<file path="src/rtl/nine_spi_pkg.sv">
package nine_spi_pkg;
  localparam int BYTE_W    = 8;
  localparam int WORD_W    = BYTE_W + 1;
  localparam int MAX_BYTES = 2;
  localparam int FRAME_W   = WORD_W * (MAX_BYTES + 1);
  localparam int CNT_W     = 2;
  localparam int BIT_CNT_W = $clog2(FRAME_W);

  typedef enum logic [2:0] {
    ST_IDLE, ST_LEAD, ST_LOW, ST_HIGH, ST_TRAIL, ST_GAP1, ST_GAP2
  } ctrlState_t;

  typedef struct packed {
    logic load;
    logic shift;
    logic sclkFall;
    logic sclkRise;
    logic csAssert;
    logic csRelease;
  } spiStrobe_t;
endpackage

</file>
<file path="src/rtl/nspi_datapath.sv">
module nspi_datapath
  import nine_spi_pkg::*;
#(
  parameter int HALF_DIV = 4
) (
  input  logic                      clk,
  input  logic                      rstN,
  input  spiStrobe_t                strobe,
  input  logic                      run,
  input  logic [BYTE_W-1:0]         reqAddr,
  input  logic [CNT_W-1:0]          reqCount,
  input  logic [2*BYTE_W-1:0]       reqData,
  output logic                      halfTick,
  output logic                      sclk,
  output logic                      csN,
  output logic                      mosi
);
  localparam int DIV_W = (HALF_DIV > 1) ? $clog2(HALF_DIV) : 1;

  logic [DIV_W-1:0]   divCnt;
  logic [FRAME_W-1:0] shiftReg;
  logic [FRAME_W-1:0] frameNext;
  logic [WORD_W-1:0]  cmdWord, hiWord, loWord;

  // half-period tick generator
  always_ff @(posedge clk) begin
    if (!rstN || !run)                       divCnt <= '0;
    else if (divCnt == DIV_W'(HALF_DIV - 1)) divCnt <= '0;
    else                                     divCnt <= divCnt + 1'b1;
  end
  assign halfTick = run && (divCnt == DIV_W'(HALF_DIV - 1));

  // frame assembly: address word leads, parameter words follow
  assign cmdWord = {1'b0, reqAddr};
  assign hiWord  = {1'b1, reqData[2*BYTE_W-1:BYTE_W]};
  assign loWord  = {1'b1, reqData[BYTE_W-1:0]};
  always_comb begin
    if (reqCount == CNT_W'(MAX_BYTES)) frameNext = {cmdWord, hiWord, loWord};
    else                               frameNext = {cmdWord, loWord, {WORD_W{1'b0}}};
  end

  always_ff @(posedge clk) begin
    if (!rstN)             shiftReg <= '0;
    else if (strobe.load)  shiftReg <= frameNext;
    else if (strobe.shift) shiftReg <= {shiftReg[FRAME_W-2:0], 1'b0};
  end

  always_ff @(posedge clk) begin
    if (!rstN)                 sclk <= 1'b1;
    else if (strobe.sclkFall)  sclk <= 1'b0;
    else if (strobe.sclkRise)  sclk <= 1'b1;
  end

  always_ff @(posedge clk) begin
    if (!rstN)                 csN <= 1'b1;
    else if (strobe.csAssert)  csN <= 1'b0;
    else if (strobe.csRelease) csN <= 1'b1;
  end

  assign mosi = csN ? 1'b1 : shiftReg[FRAME_W-1];

  // idle bus levels
  p_idle_high_r1: assert property (@(posedge clk) disable iff (!rstN)
    csN |-> (sclk && mosi));
  // data held through every high phase
  p_mosi_hold_r2: assert property (@(posedge clk) disable iff (!rstN)
    (!csN && !$past(csN) && sclk && $past(sclk)) |-> $stable(mosi));
  // clocking only under chip select
  p_clk_in_frame_r7: assert property (@(posedge clk) disable iff (!rstN)
    !sclk |-> !csN);
endmodule

</file>
<file path="src/rtl/nspi_control.sv">
module nspi_control
  import nine_spi_pkg::*;
(
  input  logic             clk,
  input  logic             rstN,
  input  logic             reqValid,
  input  logic [CNT_W-1:0] reqCount,
  input  logic             halfTick,
  output spiStrobe_t       strobe,
  output logic             run,
  output logic             busy,
  output logic             done,
  output logic             reqError
);
  ctrlState_t           state, stateNext;
  logic [BIT_CNT_W-1:0] bitsLeft;
  logic [BIT_CNT_W-1:0] lastIdx;
  logic                 countOk;

  assign countOk = (reqCount <= CNT_W'(MAX_BYTES));
  assign lastIdx = BIT_CNT_W'(WORD_W * (int'(reqCount) + 1) - 1);

  always_comb begin
    strobe    = '0;
    stateNext = state;
    unique case (state)
      ST_IDLE: if (reqValid && countOk) begin
        strobe.load     = 1'b1;
        strobe.csAssert = 1'b1;
        stateNext       = ST_LEAD;
      end
      ST_LEAD: if (halfTick) begin
        strobe.sclkFall = 1'b1;
        stateNext       = ST_LOW;
      end
      ST_LOW: if (halfTick) begin
        strobe.sclkRise = 1'b1;
        stateNext       = ST_HIGH;
      end
      ST_HIGH: if (halfTick) begin
        if (bitsLeft == '0) stateNext = ST_TRAIL;
        else begin
          strobe.shift    = 1'b1;
          strobe.sclkFall = 1'b1;
          stateNext       = ST_LOW;
        end
      end
      ST_TRAIL: if (halfTick) begin
        strobe.csRelease = 1'b1;
        stateNext        = ST_GAP1;
      end
      ST_GAP1: if (halfTick) stateNext = ST_GAP2;
      ST_GAP2: if (halfTick) stateNext = ST_IDLE;
      default: stateNext = ST_IDLE;
    endcase
  end

  always_ff @(posedge clk) begin
    if (!rstN) begin
      state    <= ST_IDLE;
      bitsLeft <= '0;
      done     <= 1'b0;
      reqError <= 1'b0;
    end else begin
      state    <= stateNext;
      done     <= (state == ST_GAP2) && halfTick;
      reqError <= (state == ST_IDLE) && reqValid && !countOk;
      if (strobe.load)       bitsLeft <= lastIdx;
      else if (strobe.shift) bitsLeft <= bitsLeft - 1'b1;
    end
  end

  assign busy = (state != ST_IDLE);
  assign run  = busy;

  // done is a single pulse with busy already low
  p_done_pulse_r10: assert property (@(posedge clk) disable iff (!rstN)
    done |=> !done);
  p_done_idle_r10: assert property (@(posedge clk) disable iff (!rstN)
    done |-> !busy);
  // a refused request never starts a frame
  p_err_idle_r9: assert property (@(posedge clk) disable iff (!rstN)
    reqError |-> !busy);
  // bit counter stays inside the frame
  p_bits_bound_r4: assert property (@(posedge clk) disable iff (!rstN)
    busy |-> (bitsLeft < BIT_CNT_W'(FRAME_W)));
endmodule

</file>
<file path="src/rtl/nine_bit_spi_tx.sv">
module nine_bit_spi_tx
  import nine_spi_pkg::*;
#(
  parameter int HALF_DIV = 4
) (
  input  logic        clk,
  input  logic        rstN,
  input  logic        reqValid,
  input  logic [7:0]  reqAddr,
  input  logic [1:0]  reqCount,
  input  logic [15:0] reqData,
  output logic        busy,
  output logic        done,
  output logic        reqError,
  output logic        sclk,
  output logic        mosi,
  output logic        csN
);
  spiStrobe_t strobe;
  logic       halfTick;
  logic       run;

  nspi_control u_ctrl (
    .clk(clk), .rstN(rstN), .reqValid(reqValid), .reqCount(reqCount),
    .halfTick(halfTick), .strobe(strobe), .run(run), .busy(busy),
    .done(done), .reqError(reqError)
  );

  nspi_datapath #(.HALF_DIV(HALF_DIV)) u_dp (
    .clk(clk), .rstN(rstN), .strobe(strobe), .run(run), .reqAddr(reqAddr),
    .reqCount(reqCount), .reqData(reqData), .halfTick(halfTick),
    .sclk(sclk), .csN(csN), .mosi(mosi)
  );
endmodule

</file>
<file path="config.mk">
export PLATFORM = sky130hd
export DESIGN_NAME = nine_bit_spi_tx
export DESIGN_NICKNAME = d
export VERILOG_FILES = /design/src/rtl/nine_spi_pkg.sv /design/src/rtl/nspi_datapath.sv /design/src/rtl/nspi_control.sv /design/src/rtl/nine_bit_spi_tx.sv
export SDC_FILE = /design/constraint.sdc
export NUM_CORES = 1
export LEC_CHECK = 0
export BUFFER_PORTS_ARGS = -buffer_cell sky130_fd_sc_hd__buf_4
export CAP_MARGIN = 10
export CORE_ASPECT_RATIO = 2
export CORE_UTILIZATION = 43
export CTS_CLUSTER_SIZE = 20
export DETAILED_ROUTE_END_ITERATION = 8
export GPL_TIMING_DRIVEN = 0
export SLEW_MARGIN = 20
export SYNTH_ARGS = -nofsm -noshare
export SYNTH_HDL_FRONTEND = slang
export SYNTH_SLANG_ARGS = --single-unit
</file>
<file path="constraint.sdc">
create_clock -name clk -period 2.58 [get_ports clk]
set_input_delay 0.387 -clock clk [delete_from_list [all_inputs] [get_ports clk]]
set_output_delay 0.387 -clock clk [all_outputs]
set_load 0.01 [all_outputs]
</file>
* Yosys cells after proc, flatten, opt, wreduce, memory -nomap -nowiden
Cells that the tools add are included.
** Storage, ports and cells
- Bits in registers :: 41
- Input bits :: 29
- Output and inout port bits :: 6
** Cells by class
- Add/subtract/negate cells :: 4
- Multiply operators :: 1
- $lt $le $gt $ge :: 1
- Equality and inequality tests :: 15
- Multiplexer cells :: 28
- Reductions and logical operators :: 17
** Operators by type and width (number)
- $mux 27 :: 2
- $mul 5x32->5 const A :: 1
- $mux 3 :: 8
- $pmux 3 s7 :: 1
- $mux 17 :: 1
- $ne 2x1->1 const B :: 7
- $mux 1 :: 11
- $mux 5 :: 2
- $eq 3x3->1 const B :: 3
- $reduce_and 7->1 :: 1
- $eq 3x2->1 const B :: 2
- $reduce_bool 2->1 :: 3
- $logic_and 1x1->1 :: 5
- $logic_not 5->1 :: 1
- $sub 5x1->5 const B :: 1
- $sub 5x2->5 const B :: 1
- $eq 2x2->1 const B :: 2
- $mux 2 :: 2
- $add 2x1->3 const B :: 1
- $eq 3x1->1 const B :: 1
- $logic_not 1->1 :: 3
- $logic_not 3->1 :: 1
- $reduce_bool 3->1 :: 1
- $add 2x1->2 const B :: 1
- 4 further kinds :: 4

* Longest topological paths before layout
- Depth in word-level cells :: 6
- Gate-level depth with buffers :: 8
- Depth with buffers taken out :: 6

* By module
From an unflattened synthesis, not the netlist that was laid out.
** Second synthesis, totals
- Cells, all modules :: 241
- Area total of the unflattened synthesis :: 2139.6 um2
** By module, submodules not included
- nspi_datapath :: times used 1, cells each 168, area each 1502.7 um2
- nspi_control :: times used 1, cells each 73, area each 636.9 um2

* Worst setup path before layout
OpenSTA, ideal clock, no wires.
- Path kind :: flip-flop to flip-flop
- Start :: register u_ctrl.bitsLeft[0]
- End :: register u_dp.shiftReg[7]
- Setup time :: 0.070 ns
- Arrival :: 1.675 ns
- Required time :: 2.510 ns
- Path slack :: 0.835 ns
- Cell stages (with the launch flop) :: 9
- Buffers on the path :: 2
- Cells stage by stage :: dfxtp_1 -> inv_1 -> ha_1 -> or4b_4 -> a22oi_2 -> buf_6 -> buf_6 -> a21oi_1 -> a21oi_1
** On the way
- Word-level cells in the longest chain between the ends :: 5
** RTL lines
- from (decl) :: RTL line nspi_control.sv:16 : logic [BIT_CNT_W-1:0] bitsLeft;
- from (signal assigned) :: RTL line nspi_control.sv:68 : if (strobe.load) bitsLeft <= lastIdx;
- from (signal assigned) :: RTL line nspi_control.sv:69 : else if (strobe.shift) bitsLeft <= bitsLeft - 1'b1;
- $logic_not 5->1 :: RTL line nspi_control.sv:41 : if (bitsLeft == '0) stateNext = ST_TRAIL;
- $mux 2 :: RTL line nspi_control.sv:41
- $mux 2 :: RTL line nspi_control.sv:40 : ST_HIGH: if (halfTick) begin
- $mux 1 :: RTL line nspi_control.sv:26 : unique case (state)
- $reduce_bool 2->1 (no source line)
- to (signal assigned) :: RTL line nspi_datapath.sv:44 : else if (strobe.load) shiftReg <= frameNext;
- to (signal assigned) :: RTL line nspi_datapath.sv:45 : else if (strobe.shift) shiftReg <= {shiftReg[FRAME_W-2:0], 1'b0};
- to (decl) :: RTL line nspi_datapath.sv:21 : logic [FRAME_W-1:0] shiftReg;
No other way between the ends.
A chain may end at the register's enable or synchronous reset.

* Final worst setup path
- Start :: register u_dp.divCnt[0]
- End :: register u_dp.shiftReg[12]
** On the way
- Word-level cells in the longest chain between the ends :: 5
** RTL lines
- from (decl) :: RTL line nspi_datapath.sv:20 : logic [DIV_W-1:0] divCnt;
- from (signal assigned) :: RTL line nspi_datapath.sv:29 : else divCnt <= divCnt + 1'b1;
- $eq 2x2->1 :: RTL line nspi_datapath.sv:31 : assign halfTick = run && (divCnt == DIV_W'(HALF_DIV - 1));
- $logic_and 1x1->1 :: RTL line nspi_datapath.sv:31
- $mux 2 :: RTL line nspi_control.sv:40
- $mux 1 :: RTL line nspi_control.sv:26
- $reduce_bool 2->1 (no source line)
No other way between the ends.

==> flow_summary.toml <==
[run_status]
status = "finished, final reports clean"

[layout]
final_cell_mix = "dfxtp_1 (41), a21oi_1 (37), buf_4 (33), nand2_1 (20), a22oi_1 (16)"
nFillCells = 457
fin_area_mm2 = 0.00239
nets = 300
area_delta_synth_final_pct = 22.3
drive_gt1_frac = 0.240
fin_cells = 321
diodes = 0
final_common_cell = "dfxtp_1"

[clock_network]
clk_latency_ns = 0.30
post_cts_resized = 0
cts_made_buffers = 5
post_cts_buffers = 0
h-tree-depth = 2
cts_hold_buf = 0
cts_max_path_buffers = 2
clock-sinks = 41
clockRootBuffer = "clkbuf_8"
cts_tree = "done"
path_clk_slew_ns = 0.09

[synthesis]
synth_area_mm2 = 0.00195
synthDistinctLibCells = 39
avgSynthCellArea_um2 = 8.64
async_reset_ff_frac = 0
syn_nets = 260
synth_ff_type = "dfxtp_1"
synth_seq_cells = 41
netlist_instances = 226
yosysSeqAreaShare = 0.421
synth-edff-count = 0
synth_warnings = 0

[setup_path]
crit_slowest_cell = "nor2_1"
cp-end-kind = "flip-flop"
slowest_delay_ns = 0.52
required_ns = 2.80
path_depth = 7
timing.rr.start = "u_dp.divCnt[0]"
crit_family = "simple AND/OR/NAND/NOR gates"
ff2ff_path_depth = 7
path_common_cell = "buf_2"
crit_buf_inv = 2
reg2reg_slack_ns = 0.42
crit_arrival_ns = 2.38
crit_fanout = 10
crit_type = "flip-flop to flip-flop"
r2r_end = "u_dp.shiftReg[12]"
crit_path_cell_trace = "ha_1 > buf_2 > nand4b_1 > nor2_1 > buf_2 > a22oi_1 > a21oi_1"
start_kind = "flip-flop"

[floorplanning]
core_area_mm2 = 0.00434
die_h_um = 97.3
rows = 34
die_area_mm2 = 0.00483
die_width_um = 49.6
ios = 35
start_util = 0.450

[sta]
finalMaxSlewViolations = 0
fin_setup_tns_ns = 0
period_minus_slack_ns = 2.16
worst_slew_pin_slew_ns = 0.771
relSlewSlack = 0.486
clock_skew_ns = 0.0105
max_freq_mhz = 463
fin_crit_sh = 0.837
setup_viol = 0
worst_slack_ns = 0.420
rsz0062_at_grt = "no"
hold_violations = 0

[power]
p_per_area_mw_per_mm2 = 618
ir_drop_mv = 0.465
p_leak_nw = 0.933

[drt]
vias = 1824
routedWlPerCell_um = 15.6
avgViaCountPerCell = 5.68
drt-total-wl_um = 5000
first_iter_violations = 52
ant_nets = 0
dr.pass1.iters = 4
route.detailed.drc = 0

[worst_hold_path]
hold_class = "primary input to flip-flop"
min_from = "reqValid"
whs_path_depth = 3
min_to = "u_ctrl.reqError"

[global_route]
grt-ovfl-total = 0
antenna_found_initial = 0
grt_pass1_vias = 1721
grt_first_pass_wirelength_um = 8180
grt_max_degree = 14
grtUsageTotal = 0.223

[placement]
portBuffers = 33
placed_cell_area_mm2 = 0.00227
dp_hpwl_um = 3680
place_ws_ns = 0.448
dp.cells = 313
gp_congestion = 0.790

[flow_run]
drv_cap = 0
layer usage:
| metal | global-route usage | up-vias | wire length, um |
|---|---|---|---|
| li1 | - | 910 | - |
| met1 | 0.238 | 865 | 1970 |
| met2 | 0.418 | 43 | 2770 |
| met3 | 0.0376 | 6 | 179 |
| met4 | 0.0791 | 0 | 86 |
| met5 | 0 | - | 0 |
cells in the mapped netlist (all sizes together) (2+ instances only):
library cell | n | area share
dfxtp | 41 | 0.42
a21oi | 37 | 0.095
nand2 | 20 | 0.038
a22oi | 17 | 0.068
nor2 | 12 | 0.024
o21ai | 12 | 0.031
inv | 10 | 0.019
nand3 | 10 | 0.026
clkbuf | 9 | 0.017
buf | 8 | 0.030
mux2 | 8 | 0.046
nor3 | 6 | 0.021
ha | 5 | 0.032
o22ai | 3 | 0.0096
a211oi | 2 | 0.0077
a32oi | 2 | 0.0090
nand2b | 2 | 0.0064
nor4 | 2 | 0.0064
o2111a | 2 | 0.012
o221ai | 2 | 0.0090
xor2 | 2 | 0.0090
logic make-up (layout without fill, tap and decap cells):
kind of cell | Yosys count | count (layout) | synth area share
xor gates and xnor gates | 2 | 2 | 0.00898
buffers and inverters | 27 | 68 | 0.0667
AOI/OAI and AO/OA | 82 | 82 | 0.262
muxes | 8 | 8 | 0.0462
and+or+nand+nor | 61 | 61 | 0.164
DFF | 41 | 41 | 0.421
adders and majority gates | 5 | 5 | 0.0321
power breakdown:
| group | leakage [nW] | total [mW] | switching, mW | internal, mW |
|---|---|---|---|---|
| Sequential | 0.336 | 0.695 | 0.0240 | 0.671 |
| Combinational | 0.540 | 0.231 | 0.123 | 0.108 |
| Clock | 0.0574 | 0.548 | 0.233 | 0.315 |
| Total | 0.933 | 1.47 | 0.381 | 1.09 |
layout make-up:
type,instances,area [um2],area share
inverters,10,37.5,0.0157
clock buffers,6,82.6,0.0346
multi-input cells,158,1000,0.419
repair buffers,33,248,0.104
clock inverters,2,37.5,0.0157
plain buffers,17,92.6,0.0388
flip-flops and latches,41,821,0.344
well taps,54,67.6,0.0283
stage by stage:
stage          hold WS, ns   util  power [mW]
3_5_place_dp         0.418  0.522       0.942
6_report             0.360  0.550        1.47
3_3_place_gp         0.423  0.522       0.939
2_1_floorplan        0.405      -       0.852
5_1_grt              0.365  0.550        1.54
4_1_cts              0.356  0.550        1.49
worst max-delay path by stage:
stage,start,endpoint,slack [ns]
floorplan,u_ctrl.bitsLeft[0],u_dp.shiftReg[7],0.83
global placement,u_dp.divCnt[0],u_dp.shiftReg[10],0.42
detailed placement,u_dp.divCnt[0],u_dp.shiftReg[10],0.45
CTS,u_dp.divCnt[0],u_dp.shiftReg[12],0.41
global route,u_dp.divCnt[0],u_dp.shiftReg[12],0.17
finish,u_dp.divCnt[0],u_dp.shiftReg[12],0.42
flip-flops by register name (all words and copies together) (netlist names):
| name | flops |
|---|---|
| u_ctrl.state | 3 |
| u_dp.shiftReg | 27 |
| u_ctrl.done | 1 |
| u_ctrl.bitsLeft | 5 |
| u_dp.csN | 1 |
| u_ctrl.reqError | 1 |
| u_dp.divCnt | 2 |
| u_dp.sclk | 1 |
tightest hold or removal path: cells and delay by family:
family | cells | cell delay, ns
buffers and inverters | 1 | 0.12
AND/OR/NAND/NOR | 2 | 0.11
Power figures use the tool's default switching activity.
